File: config.mk
export PLATFORM = sky130hd
export DESIGN_NAME = daisy_grant_bus
export DESIGN_NICKNAME = d
export VERILOG_FILES = /design/src/rtl/dgb_pkg.sv /design/src/rtl/dgb_arbiter.sv /design/src/rtl/dgb_slice.sv /design/src/rtl/dgb_chain.sv /design/src/rtl/daisy_grant_bus.sv
export SDC_FILE = /design/constraint.sdc
export NUM_CORES = 1
export LEC_CHECK = 0
export ABC_AREA = 1
export CORE_AREA = 2 2 39 41
export CTS_CLUSTER_DIAMETER = 50
export DETAILED_ROUTE_END_ITERATION = 12
export DIE_AREA = 0 0 41 43
export DONT_BUFFER_PORTS = 1
export PLACE_DENSITY = 0.55
export SYNTH_ARGS = -nofsm -noshare
export SYNTH_HDL_FRONTEND = slang
export SYNTH_SLANG_ARGS = --single-unit
File: constraint.sdc
create_clock -name clk -period 2.41 [get_ports clk]
set_input_delay 0.482 -clock clk [delete_from_list [all_inputs] [get_ports clk]]
set_output_delay 0.482 -clock clk [all_outputs]
set_load 0.05 [all_outputs]
File: src/rtl/dgb_pkg.sv
package dgb_pkg;

    typedef enum logic {
        ARB_IDLE = 1'b0,
        ARB_HELD = 1'b1
    } arb_state_e;

    typedef struct packed {
        logic req;
        logic rel;
        logic own;
    } slice_out_t;

    // bits below position idx set: the devices ahead of idx in the chain
    function automatic logic [31:0] ahead_mask(input int idx);
        logic [31:0] m;
        m = '0;
        for (int k = 0; k < 32; k++) begin
            if (k < idx) m[k] = 1'b1;
        end
        return m;
    endfunction

endpackage

File: src/rtl/dgb_arbiter.sv
module dgb_arbiter
    import dgb_pkg::*;
(
    input  logic clk,
    input  logic rst,
    input  logic req_bus,
    input  logic rel_bus,
    input  logic tail_grant,
    output logic grant
);

    arb_state_e state_q;

    always_ff @(posedge clk) begin
        if (rst) begin
            state_q <= ARB_IDLE;
        end else begin
            case (state_q)
                ARB_IDLE: if (req_bus) state_q <= ARB_HELD;
                ARB_HELD: if (rel_bus || tail_grant) state_q <= ARB_IDLE;
                default:  state_q <= ARB_IDLE;
            endcase
        end
    end

    assign grant = (state_q == ARB_HELD);

endmodule

File: src/rtl/dgb_slice.sv
module dgb_slice
    import dgb_pkg::*;
(
    input  logic       clk,
    input  logic       rst,
    input  logic       grant_in,
    input  logic       want,
    input  logic       done,
    output logic       grant_out,
    output slice_out_t so
);

    logic grant_q;
    logic owned_q;
    logic take;

    assign take      = want && grant_in && !grant_q && !owned_q;
    assign grant_out = grant_in && !(owned_q || take);

    assign so.req = want && !owned_q && !take;
    assign so.rel = owned_q && done;
    assign so.own = owned_q;

    always_ff @(posedge clk) begin
        if (rst) begin
            grant_q <= 1'b0;
            owned_q <= 1'b0;
        end else begin
            grant_q <= grant_in;
            if (take)
                owned_q <= 1'b1;
            else if (owned_q && done)
                owned_q <= 1'b0;
        end
    end

endmodule

File: src/rtl/dgb_chain.sv
module dgb_chain
    import dgb_pkg::*;
#(
    parameter int N_DEV = 4
) (
    input  logic             clk,
    input  logic             rst,
    input  logic             grant_head,
    input  logic [N_DEV-1:0] want,
    input  logic [N_DEV-1:0] done,
    output logic [N_DEV-1:0] owns,
    output logic             req_bus,
    output logic             rel_bus,
    output logic             tail_grant
);

    localparam int N_LINKS = N_DEV + 1;

    logic [N_LINKS-1:0] link;
    logic [N_DEV-1:0]   req_v;
    logic [N_DEV-1:0]   rel_v;

    assign link[0] = grant_head;

    for (genvar i = 0; i < N_DEV; i++) begin : g_dev
        slice_out_t so_i;
        dgb_slice u_slice (
            .clk      (clk),
            .rst      (rst),
            .grant_in (link[i]),
            .want     (want[i]),
            .done     (done[i]),
            .grant_out(link[i+1]),
            .so       (so_i)
        );
        assign req_v[i] = so_i.req;
        assign rel_v[i] = so_i.rel;
        assign owns[i]  = so_i.own;
    end

    assign req_bus    = |req_v;
    assign rel_bus    = |rel_v;
    assign tail_grant = link[N_DEV];

endmodule

File: src/rtl/daisy_grant_bus.sv
module daisy_grant_bus
    import dgb_pkg::*;
#(
    parameter int N_DEV = 4
) (
    input  logic             clk,
    input  logic             rst,
    input  logic [N_DEV-1:0] want,
    input  logic [N_DEV-1:0] done,
    output logic [N_DEV-1:0] owns,
    output logic             grant_root,
    output logic             req_bus,
    output logic             rel_bus
);

    logic tail_grant;

    dgb_arbiter u_arb (
        .clk       (clk),
        .rst       (rst),
        .req_bus   (req_bus),
        .rel_bus   (rel_bus),
        .tail_grant(tail_grant),
        .grant     (grant_root)
    );

    dgb_chain #(.N_DEV(N_DEV)) u_chain (
        .clk       (clk),
        .rst       (rst),
        .grant_head(grant_root),
        .want      (want),
        .done      (done),
        .owns      (owns),
        .req_bus   (req_bus),
        .rel_bus   (rel_bus),
        .tail_grant(tail_grant)
    );

endmodule

==> metrics.csv, run 1 <==
metric,value,unit
status,completed,
hold_path_class,in -> reg,
switchingPower,0.000148,W
ys_seq_area_share,35.9,%
synth_cell_types,19,
worst_pin_slew,0.288,ns
rsz0062_at_grt,false,
ys.warnings.count,0,
critPathLaunchType,flop,
clockRootBuffer,clkbuf_4,
antenna_cells,0,
htree_levels,1,
cts_tree,done,
drc,0,
cp_max_fo,5,
area_growth,11.5,%
dp_hpwl,843,um
cts.repair.resized,0,
peakVddDrop,304,uV
drt-wirelength-per-cell,11.1,um
p_leak,0.300,nW
die_height,43,um
cellPowerDensity,734,nW/um^2
synth_top_area_share,35.9,%
finClkSkew,0.00482,ns
antenna_found_initial,0,
required,1.93,ns
synth_cells,69,
seq_power_share,41.6,%
hold_buffers,0,
numPortBuffers,0,
gp_congestion,0.722,
multi_input_area,220,um^2
grt_max_degree,10,
core_area,1380,um^2
final-max-slew-violation-count,0,
die-area,1760,um^2
clk_latency,0.26,ns
drv_cap,0,
ios,17,
std_cell_rows,14,
p_comb_share,30.3,%
fp.dieW,41,um
via_per_inst,4.60,
clock_power_share,28.2,%
setup_tns,0,ns
layout_commonest_cell,inv_1,
routed_wl,995,um
power.share.switching,36.0,%
netlist_area,502,um^2
grt.overflow.total,0,
antenna_left,0,
synth_nets,79,
clockBufferDepth,2,
final_cell_mix,"17 x inv_1, 10 x nand2_1, 9 x dfxtp_1",
path_class,reg -> out,
drt_iter0_drc,12,
start_util,36.3,%
period_share,80.3,%
arrival,1.45,ns
cts_setup_buffers,0,
whs,0.281,ns
seq_area,180,um^2
min_period,1.93,ns
grt_pass1_vias,403,
slew-limit-headroom,80.7,%
syn_area_per_cell,7.27,um^2
synth_top_cell_by_area,dfxtp_1,
grt_pass1_wl,1660,um
vias,414,
cts.sinks,9,
synth-seq-cells,9,
cts_buffers,3,
fillerInstances,157,
finalSetupViolCount,0,
fin_nets,85,
drtPass1Iterations,4,
final_hold_viol_count,0,
ys_top_cells_by_area,"dfxtp_1 36%, inv_1 13%, nand2_1 7.5%",
drive_above_1_share,25.7,%
grt_usage,15.2,%
max_freq,0.517,GHz
clk_pin_slew_worst_paths,0.06,ns
crit_path_end_kind,output port,
intPower,0.000263,W
## registers in the layout, indices dropped and copies added (netlist names)
register                       count
u_chain.g_dev.u_slice.grant_q      4
u_chain.g_dev.u_slice.owned_q      4
u_arb.grant                        1
## logic make-up after synthesis
kind of cell / Yosys count / synth area share, %
compound gates: 3 / 4.74
flops: 9 / 35.9
buf+inv: 23 / 20.2
simple gates: 34 / 39.2
## power groups by stage
| stage | combinational [W] | clock [W] | sequential [W] |
|---|---|---|---|
| 2_1_floorplan | 0.0000985 | 0 | 0.000182 |
| 3_3_place_gp | 0.000125 | 0 | 0.000174 |
| 3_5_place_dp | 0.000125 | 0 | 0.000174 |
| 4_1_cts | 0.000125 | 0.000119 | 0.000171 |
| 5_1_grt | 0.000137 | 0.000128 | 0.000172 |
| 6_report | 0.000124 | 0.000116 | 0.000171 |
## metal layers
layer / part of all wire (%) / global-route usage, %
met1: 40 / 14.9
met2: 49 / 22.8
met3: 6.9 / 5.76
met4: 4.0 / 14.0
met5: 0 / 0
## layout make-up
type / instances / area share [%]
clock buffers: 4 / 4.70
inverters: 18 / 12.1
multi-input cells: 37 / 39.4
flip-flops and latches: 9 / 32.2
well taps: 16 / 3.58
repair buffers: 6 / 8.05
## cell usage after synthesis, drive strengths merged
cell     n
inv     18
nand2   12
dfxtp    9
nor2     8
nand3    6
buf      4
nand4    4
a211oi   2
nor3     2
a21oi    1
and3b    1
clkbuf   1
nor3b    1
## metrics by stage
| stage | std cells | setup WS (ns) | power, W | utilization (%) | cell area (um^2) |
|---|---|---|---|---|---|
| floorplan | 69 | 0.489 | 0.000280 | - | 502 |
| global placement | 86 | 0.673 | 0.000298 | 38.5 | 533 |
| detailed placement | 86 | 0.663 | 0.000299 | 38.5 | 533 |
| CTS | 90 | 0.463 | 0.000415 | 40.4 | 559 |
| global route | 90 | 0.351 | 0.000437 | 40.4 | 559 |
| finish | 90 | 0.476 | 0.000411 | 40.4 | 559 |
## path summary, 6_finish.rpt
| path | slack [ns] | depth (start not counted) | start | to |
|---|---|---|---|---|
| min | 0.28 | 1 | rst | u_arb.grant |
| max reg2reg | 0.96 | 8 | u_arb.grant | u_arb.grant |
| max | 0.48 | 8 | u_arb.grant | req_bus |
| min reg2reg | 0.52 | 2 | u_chain.g_dev[3].u_slice.owned_q | u_chain.g_dev[3].u_slice.owned_q |
## worst max-delay path: stages, from the launching register on
cell     delay, ns
dfxtp_1       0.43
nand3_2       0.14
nand4_1       0.12
nand3_1       0.08
nand2_1       0.06
inv_1         0.04
nand2_1       0.06
inv_1         0.05
nand2_2       0.23
Power figures use the tool's default switching activity.
==> inputs of run 2 (changes only) <==
--- a/config.mk
+++ b/config.mk
@@ -5,7 +5,7 @@
 export SDC_FILE = /design/constraint.sdc
 export NUM_CORES = 1
 export LEC_CHECK = 0
-export ABC_AREA = 1
+export ABC_AREA = 0
 export CORE_AREA = 2 2 39 41
 export CTS_CLUSTER_DIAMETER = 50
 export DETAILED_ROUTE_END_ITERATION = 12
==> constraint.sdc (replaced) <==
create_clock -name clk -period 2 [get_ports clk]
set_input_delay 0.4 -clock clk [delete_from_list [all_inputs] [get_ports clk]]
set_output_delay 0.4 -clock clk [all_outputs]
set_load 0.05 [all_outputs]
==> run 2 against run 1 <==
Compared with the run above:
- hold slack worse by 0.088 ns
- clock-buffer cell count did not move
- non-clock buffer count up 2
- synthesized cell count fell by 14%
- routed wire length is 11% higher
- critical path type unchanged
==> metrics.csv, run 2 <==
metric,value,unit
antenna_cells,0,
cts_buffers,3,
htree_levels,1,
ios,17,
min_period,1.90,ns
netlist_area,503,um^2
start_util,36.3,%
synth_nets,69,
switchingPower,0.000332,W
synth_mux_area_share,0,%
gp_congestion,0.715,
setup_tns,0,ns
p_comb_share,48.4,%
drt-wirelength-per-cell,13.5,um
grt_pass1_wl,1820,um
dpl-instance-area,556,um^2
final-max-slew-violation-count,0,
grt.overflow.total,0,
synthSimpleGateAreaFrac,36.6,%
final_cell_mix,"7 x buf_4, 6 x dfxtp_1, 5 x nand2b_1",
synth-compound-area-share,18.7,%
final_hold_viol_count,0,
synth_commonest_cells,"9 x dfxtp_1, 5 x nand2b_1, 5 x nor2b_1",
peakVddDrop,609,uV
synth_cell_types,25,
synth_top_cell_by_area,dfxtp_1,
synthAdderAreaFrac,0,%
post-route-util,46.6,%
synth_most_common_cell,dfxtp_1,
finalInstanceArea,644,um^2
hold_buffers,0,
status,completed,
antenna_left,0,
ys.warnings.count,0,
synth_top_family_by_area,simple AND/OR/NAND/NOR gates,
cp_max_fo,5,
ys_seq_area_share,35.8,%
synth-seq-cells,9,
clk_pin_slew_worst_paths,0.06,ns
die_height,43,um
intPower,0.000468,W
rsz0062_at_grt,false,
grt_pass1_vias,445,
place_ws,0.220,ns
period_share,94.9,%
synth_ff_type,dfxtp_1,
finClkSkew,0.00128,ns
clockRootBuffer,clkbuf_4,
std_cell_rows,14,
drt_iter0_drc,9,
finalSetupViolCount,0,
critPathLaunchType,flop,
cts_tree,done,
layout_commonest_cell,buf_4,
cts.sinks,9,
holdPathStages,1,
synth-xor-area-share,0,%
antenna_found_initial,0,
syn_area_per_cell,8.53,um^2
dp_hpwl,822,um
ys_top_cells_by_area,"dfxtp_1 36%, nand2b_1 6.2%, nor2b_1 6.2%",
fillerInstances,135,
worst_pin_slew,0.502,ns
async_reset_ff_share,0,%
fin_nets,77,
reg2reg_depth,4,
grt_usage,15.4,%
clock_power_share,17.7,%
clk_latency,0.26,ns
seq_power_share,33.9,%
synth_edf_count,0,
cellPowerDensity,1240,nW/um^2
max_freq,0.527,GHz
die-area,1760,um^2
routed_wl,1110,um
slew-limit-headroom,66.4,%
area_growth,28.1,%
path_class,reg -> out,
crit_path_end_kind,output port,
arrival,1.50,ns
fin_ws,0.101,ns
synth_cells,59,
required,1.60,ns
drc,0,
hold_path_class,in -> reg,
drtPass1Iterations,3,
vias,448,
core_area,1380,um^2
via_per_inst,5.46,
numPortBuffers,0,
fp.dieW,41,um
drv_cap,0,
clockBufferDepth,2,
drive_above_1_share,36.4,%
p_leak,0.263,nW
power.share.switching,41.5,%
synth_top_area_share,35.8,%
grt_max_degree,11,
## run 2: power groups by stage
stage / clock, W / sequential, W / combinational (W)
2_1_floorplan: 0 / 0.000291 / 0.000228
3_3_place_gp: 0 / 0.000262 / 0.000330
3_5_place_dp: 0 / 0.000262 / 0.000332
4_1_cts: 0.000145 / 0.000259 / 0.000339
5_1_grt: 0.000154 / 0.000281 / 0.000415
6_report: 0.000142 / 0.000271 / 0.000387
## run 2: worst max-delay path, stage by stage, from the launching register on
cell	delay (ns)
dfxtp_2	0.34
nand2b_4	0.18
nor4b_4	0.26
o311a_1	0.20
nand2_1	0.09
buf_12	0.16
## run 2: worst paths after layout
kind / end / slack [ns] / from
setup / recovery: req_bus / 0.10 / u_chain.g_dev[0].u_slice.owned_q
hold / removal: u_chain.g_dev[1].u_slice.owned_q / 0.19 / rst
setup reg to reg: u_chain.g_dev[2].u_slice.owned_q / 0.42 / u_chain.g_dev[0].u_slice.owned_q
hold reg to reg: u_chain.g_dev[3].u_slice.owned_q / 0.44 / u_chain.g_dev[3].u_slice.grant_q
## run 2: layout make-up
cell class / count / area (um^2) / share of cell area, %
inverter: 3 / 11.3 / 1.75
tap: 16 / 20.0 / 3.11
timing repair buffer: 8 / 72.6 / 11.3
sequential: 9 / 186 / 28.9
multi-input combinational: 42 / 328 / 50.9
clock buffer: 4 / 26.3 / 4.08
## run 2: cell families (layout without fill, tap and decap cells)
| kind of cell | Yosys count | after routing |
|---|---|---|
| buf+inv | 8 | 15 |
| compound gates | 13 | 13 |
| flops | 9 | 9 |
| simple gates | 29 | 29 |
## run 2: metrics by stage
step / std cells / hold slack (ns) / power (W)
floorplan: 59 / 0.420 / 0.000519
global placement: 77 / 0.433 / 0.000592
detailed placement: 77 / 0.437 / 0.000594
CTS: 81 / 0.197 / 0.000743
global route: 82 / 0.185 / 0.000849
finish: 82 / 0.193 / 0.000800
## run 2: layer usage
metal  vias up  wire (um)  GRT usage (%)
met2        16        538           21.6
li1        221          -              -
met4         0         46           12.0
met1       204        455           18.8
met3         7         65           4.19
met5         -          0              0
## run 2: timing repair
action | CTS | global route
buffers inserted | 0 | 1
setup endpoints to repair | 1 | 1
endpoints found under the hold margin | 0 | 0
pin swaps | 0 | 1
resized for setup | 1 | 11
==> inputs of run 3 (changes only) <==
--- a/config.mk
+++ b/config.mk
@@ -5,7 +5,7 @@
 export SDC_FILE = /design/constraint.sdc
 export NUM_CORES = 1
 export LEC_CHECK = 0
-export ABC_AREA = 0
+export ABC_AREA = 1
 export CORE_AREA = 2 2 39 41
 export CTS_CLUSTER_DIAMETER = 50
 export DETAILED_ROUTE_END_ITERATION = 12
==> run 3 against run 2 <==
Compared with the run above:
- critical path depth grew 1
- total power shrank 37%
- cell area shrank 12%
- combinational power shrank 61%
- first-iteration DRC count shrank 78%
- die area is the same
- sequential cell count is the same
- clock power is essentially flat
- global-route usage shrank 0.92 points
- clock-buffer cell count is the same
- utilization shrank 5.8 points
- clock skew grew 0.0054 ns
- critical path type unchanged
- critical endpoint unchanged
- highest routed layer is now met3
==> metrics.csv, run 3 (synthesized netlist as in run 1, its figures left out) <==
metric,value,unit
period_share,93.1,%
area_growth,12.5,%
r2r-end,u_arb.grant,
finalInstanceArea,564,um^2
power.share.switching,36.7,%
drv_cap,0,
p_leak,0.307,nW
rr_startpoint,u_arb.grant,
grt_pass1_wl,1640,um
reg2reg_depth,8,
hold_path_class,in -> reg,
clk_pin_slew_worst_paths,0.06,ns
clockRootBuffer,clkbuf_4,
peakVddDrop,544,uV
via_per_inst,4.70,
numPortBuffers,0,
drt-wirelength-per-cell,10.8,um
finClkSkew,0.00671,ns
max_freq,0.537,GHz
switchingPower,0.000184,W
seq_power_share,41.2,%
fillerInstances,149,
layout_commonest_cell,inv_1,
routed_wl,975,um
seq_area,180,um^2
min_from,rst,
cts.sinks,9,
drt_iter0_drc,2,
cp_max_fo,5,
critPathLaunchType,flop,
final_hold_viol_count,0,
std_cell_rows,14,
clk_latency,0.27,ns
antenna_cells,0,
arrival,1.46,ns
timing.reg2reg.setup_slack,0.57,ns
vias,423,
p_comb_share,29.9,%
gp_congestion,0.705,
core_area,1380,um^2
finalSetupViolCount,0,
path_class,reg -> out,
grt_pass1_vias,400,
final-max-slew-violation-count,0,
intPower,0.000318,W
grt_max_degree,10,
htree_levels,1,
multi_input_area,225,um^2
dp_hpwl,779,um
dpl-instance-area,533,um^2
cellPowerDensity,890,nW/um^2
required,1.60,ns
cts_tree,done,
cts_buffers,3,
final_cell_mix,"17 x inv_1, 10 x nand2_1, 9 x dfxtp_1",
crit_end,req_bus,
cts.repair.resized,0,
clock_power_share,28.9,%
hold_buffers,0,
drtPass1Iterations,2,
worst_pin_slew,0.215,ns
antenna_left,0,
clockBufferDepth,2,
cts_setup_buffers,0,
crit_path_end_kind,output port,
min_period,1.86,ns
grt.overflow.total,0,
setup_tns,0,ns
slew-limit-headroom,85.6,%
drc,0,
rsz0062_at_grt,false,
fp.dieW,41,um
fin_nets,85,
crit_start,u_arb.grant,
die-area,1760,um^2
die_height,43,um
grt_usage,14.5,%
antenna_found_initial,0,
start_util,36.3,%
ios,17,
status,completed,
drive_above_1_share,25.7,%
## run 3: changes by cell type in the layout (fill, tap and decap cells not counted), sizes merged, moves of 2 or more
| cell | before | now |
|---|---|---|
| nor2b | 5 | 0 |
| or3 | 2 | 0 |
| nand2b | 6 | 0 |
| nand4 | 0 | 4 |
| a21oi | 4 | 1 |
| a211oi | 0 | 2 |
| nand3 | 0 | 6 |
| inv | 3 | 18 |
| buf | 8 | 6 |
| nor2 | 3 | 8 |
| nand2 | 4 | 12 |
| or2b | 3 | 0 |
| a22oi | 3 | 0 |
## run 3: layout make-up
class                           count  area share [%]
Inverter                           18            12.0
Multi-Input combinational cell     37            39.9
Clock buffer                        4            4.66
Timing Repair Buffer                6            7.98
Tap cell                           16            3.55
Sequential cell                     9            31.9
## run 3: layer usage
metal	vias to the layer above	track usage [%]	wire, um
met5	-	0	0
met4	0	4.00	0
met3	0	11.0	99
met2	12	21.6	456
met1	191	15.5	419
li1	220	-	-
## run 3: stage by stage
step                      worst slack, ns  instances  total power (W)  util [%]  hold WS [ns]
after floorplan                     0.161         69         0.000338         -         0.485
after global placement              0.358         86         0.000360      38.5         0.466
after detailed placement            0.375         86         0.000360      38.5         0.467
after CTS                          0.0839         90         0.000507      40.4         0.187
after global routing              0.00135         90         0.000540      40.8         0.170
final                               0.138         90         0.000502      40.8         0.194
## run 3: worst min-delay path by stage
stage | slack (ns) | cells after the start | endpoint
final | 0.19 | 1 | u_arb.grant
after global routing | 0.17 | 1 | u_arb.grant
after CTS | 0.19 | 1 | u_arb.grant
after detailed placement | 0.47 | 1 | u_arb.grant
after global placement | 0.47 | 1 | u_arb.grant
after floorplan | 0.48 | 2 | u_chain.g_dev[3].u_slice.owned_q
## run 3: power groups by stage
stage               registers (W)  logic, W  clock network [W]
floorplan                0.000219  0.000119                  0
global placement         0.000211  0.000149                  0
detailed placement       0.000211  0.000148                  0
CTS                      0.000207  0.000149           0.000150
global route             0.000209  0.000166           0.000165
finish                   0.000207  0.000150           0.000145
## run 3: worst max-delay path, cell delays in order (launching register included)
cell     delay [ns]
dfxtp_1        0.36
nand3_2        0.12
nand3_2        0.10
nor3_2         0.19
nand4_2        0.14
nand3_1        0.15
nand2_4        0.14
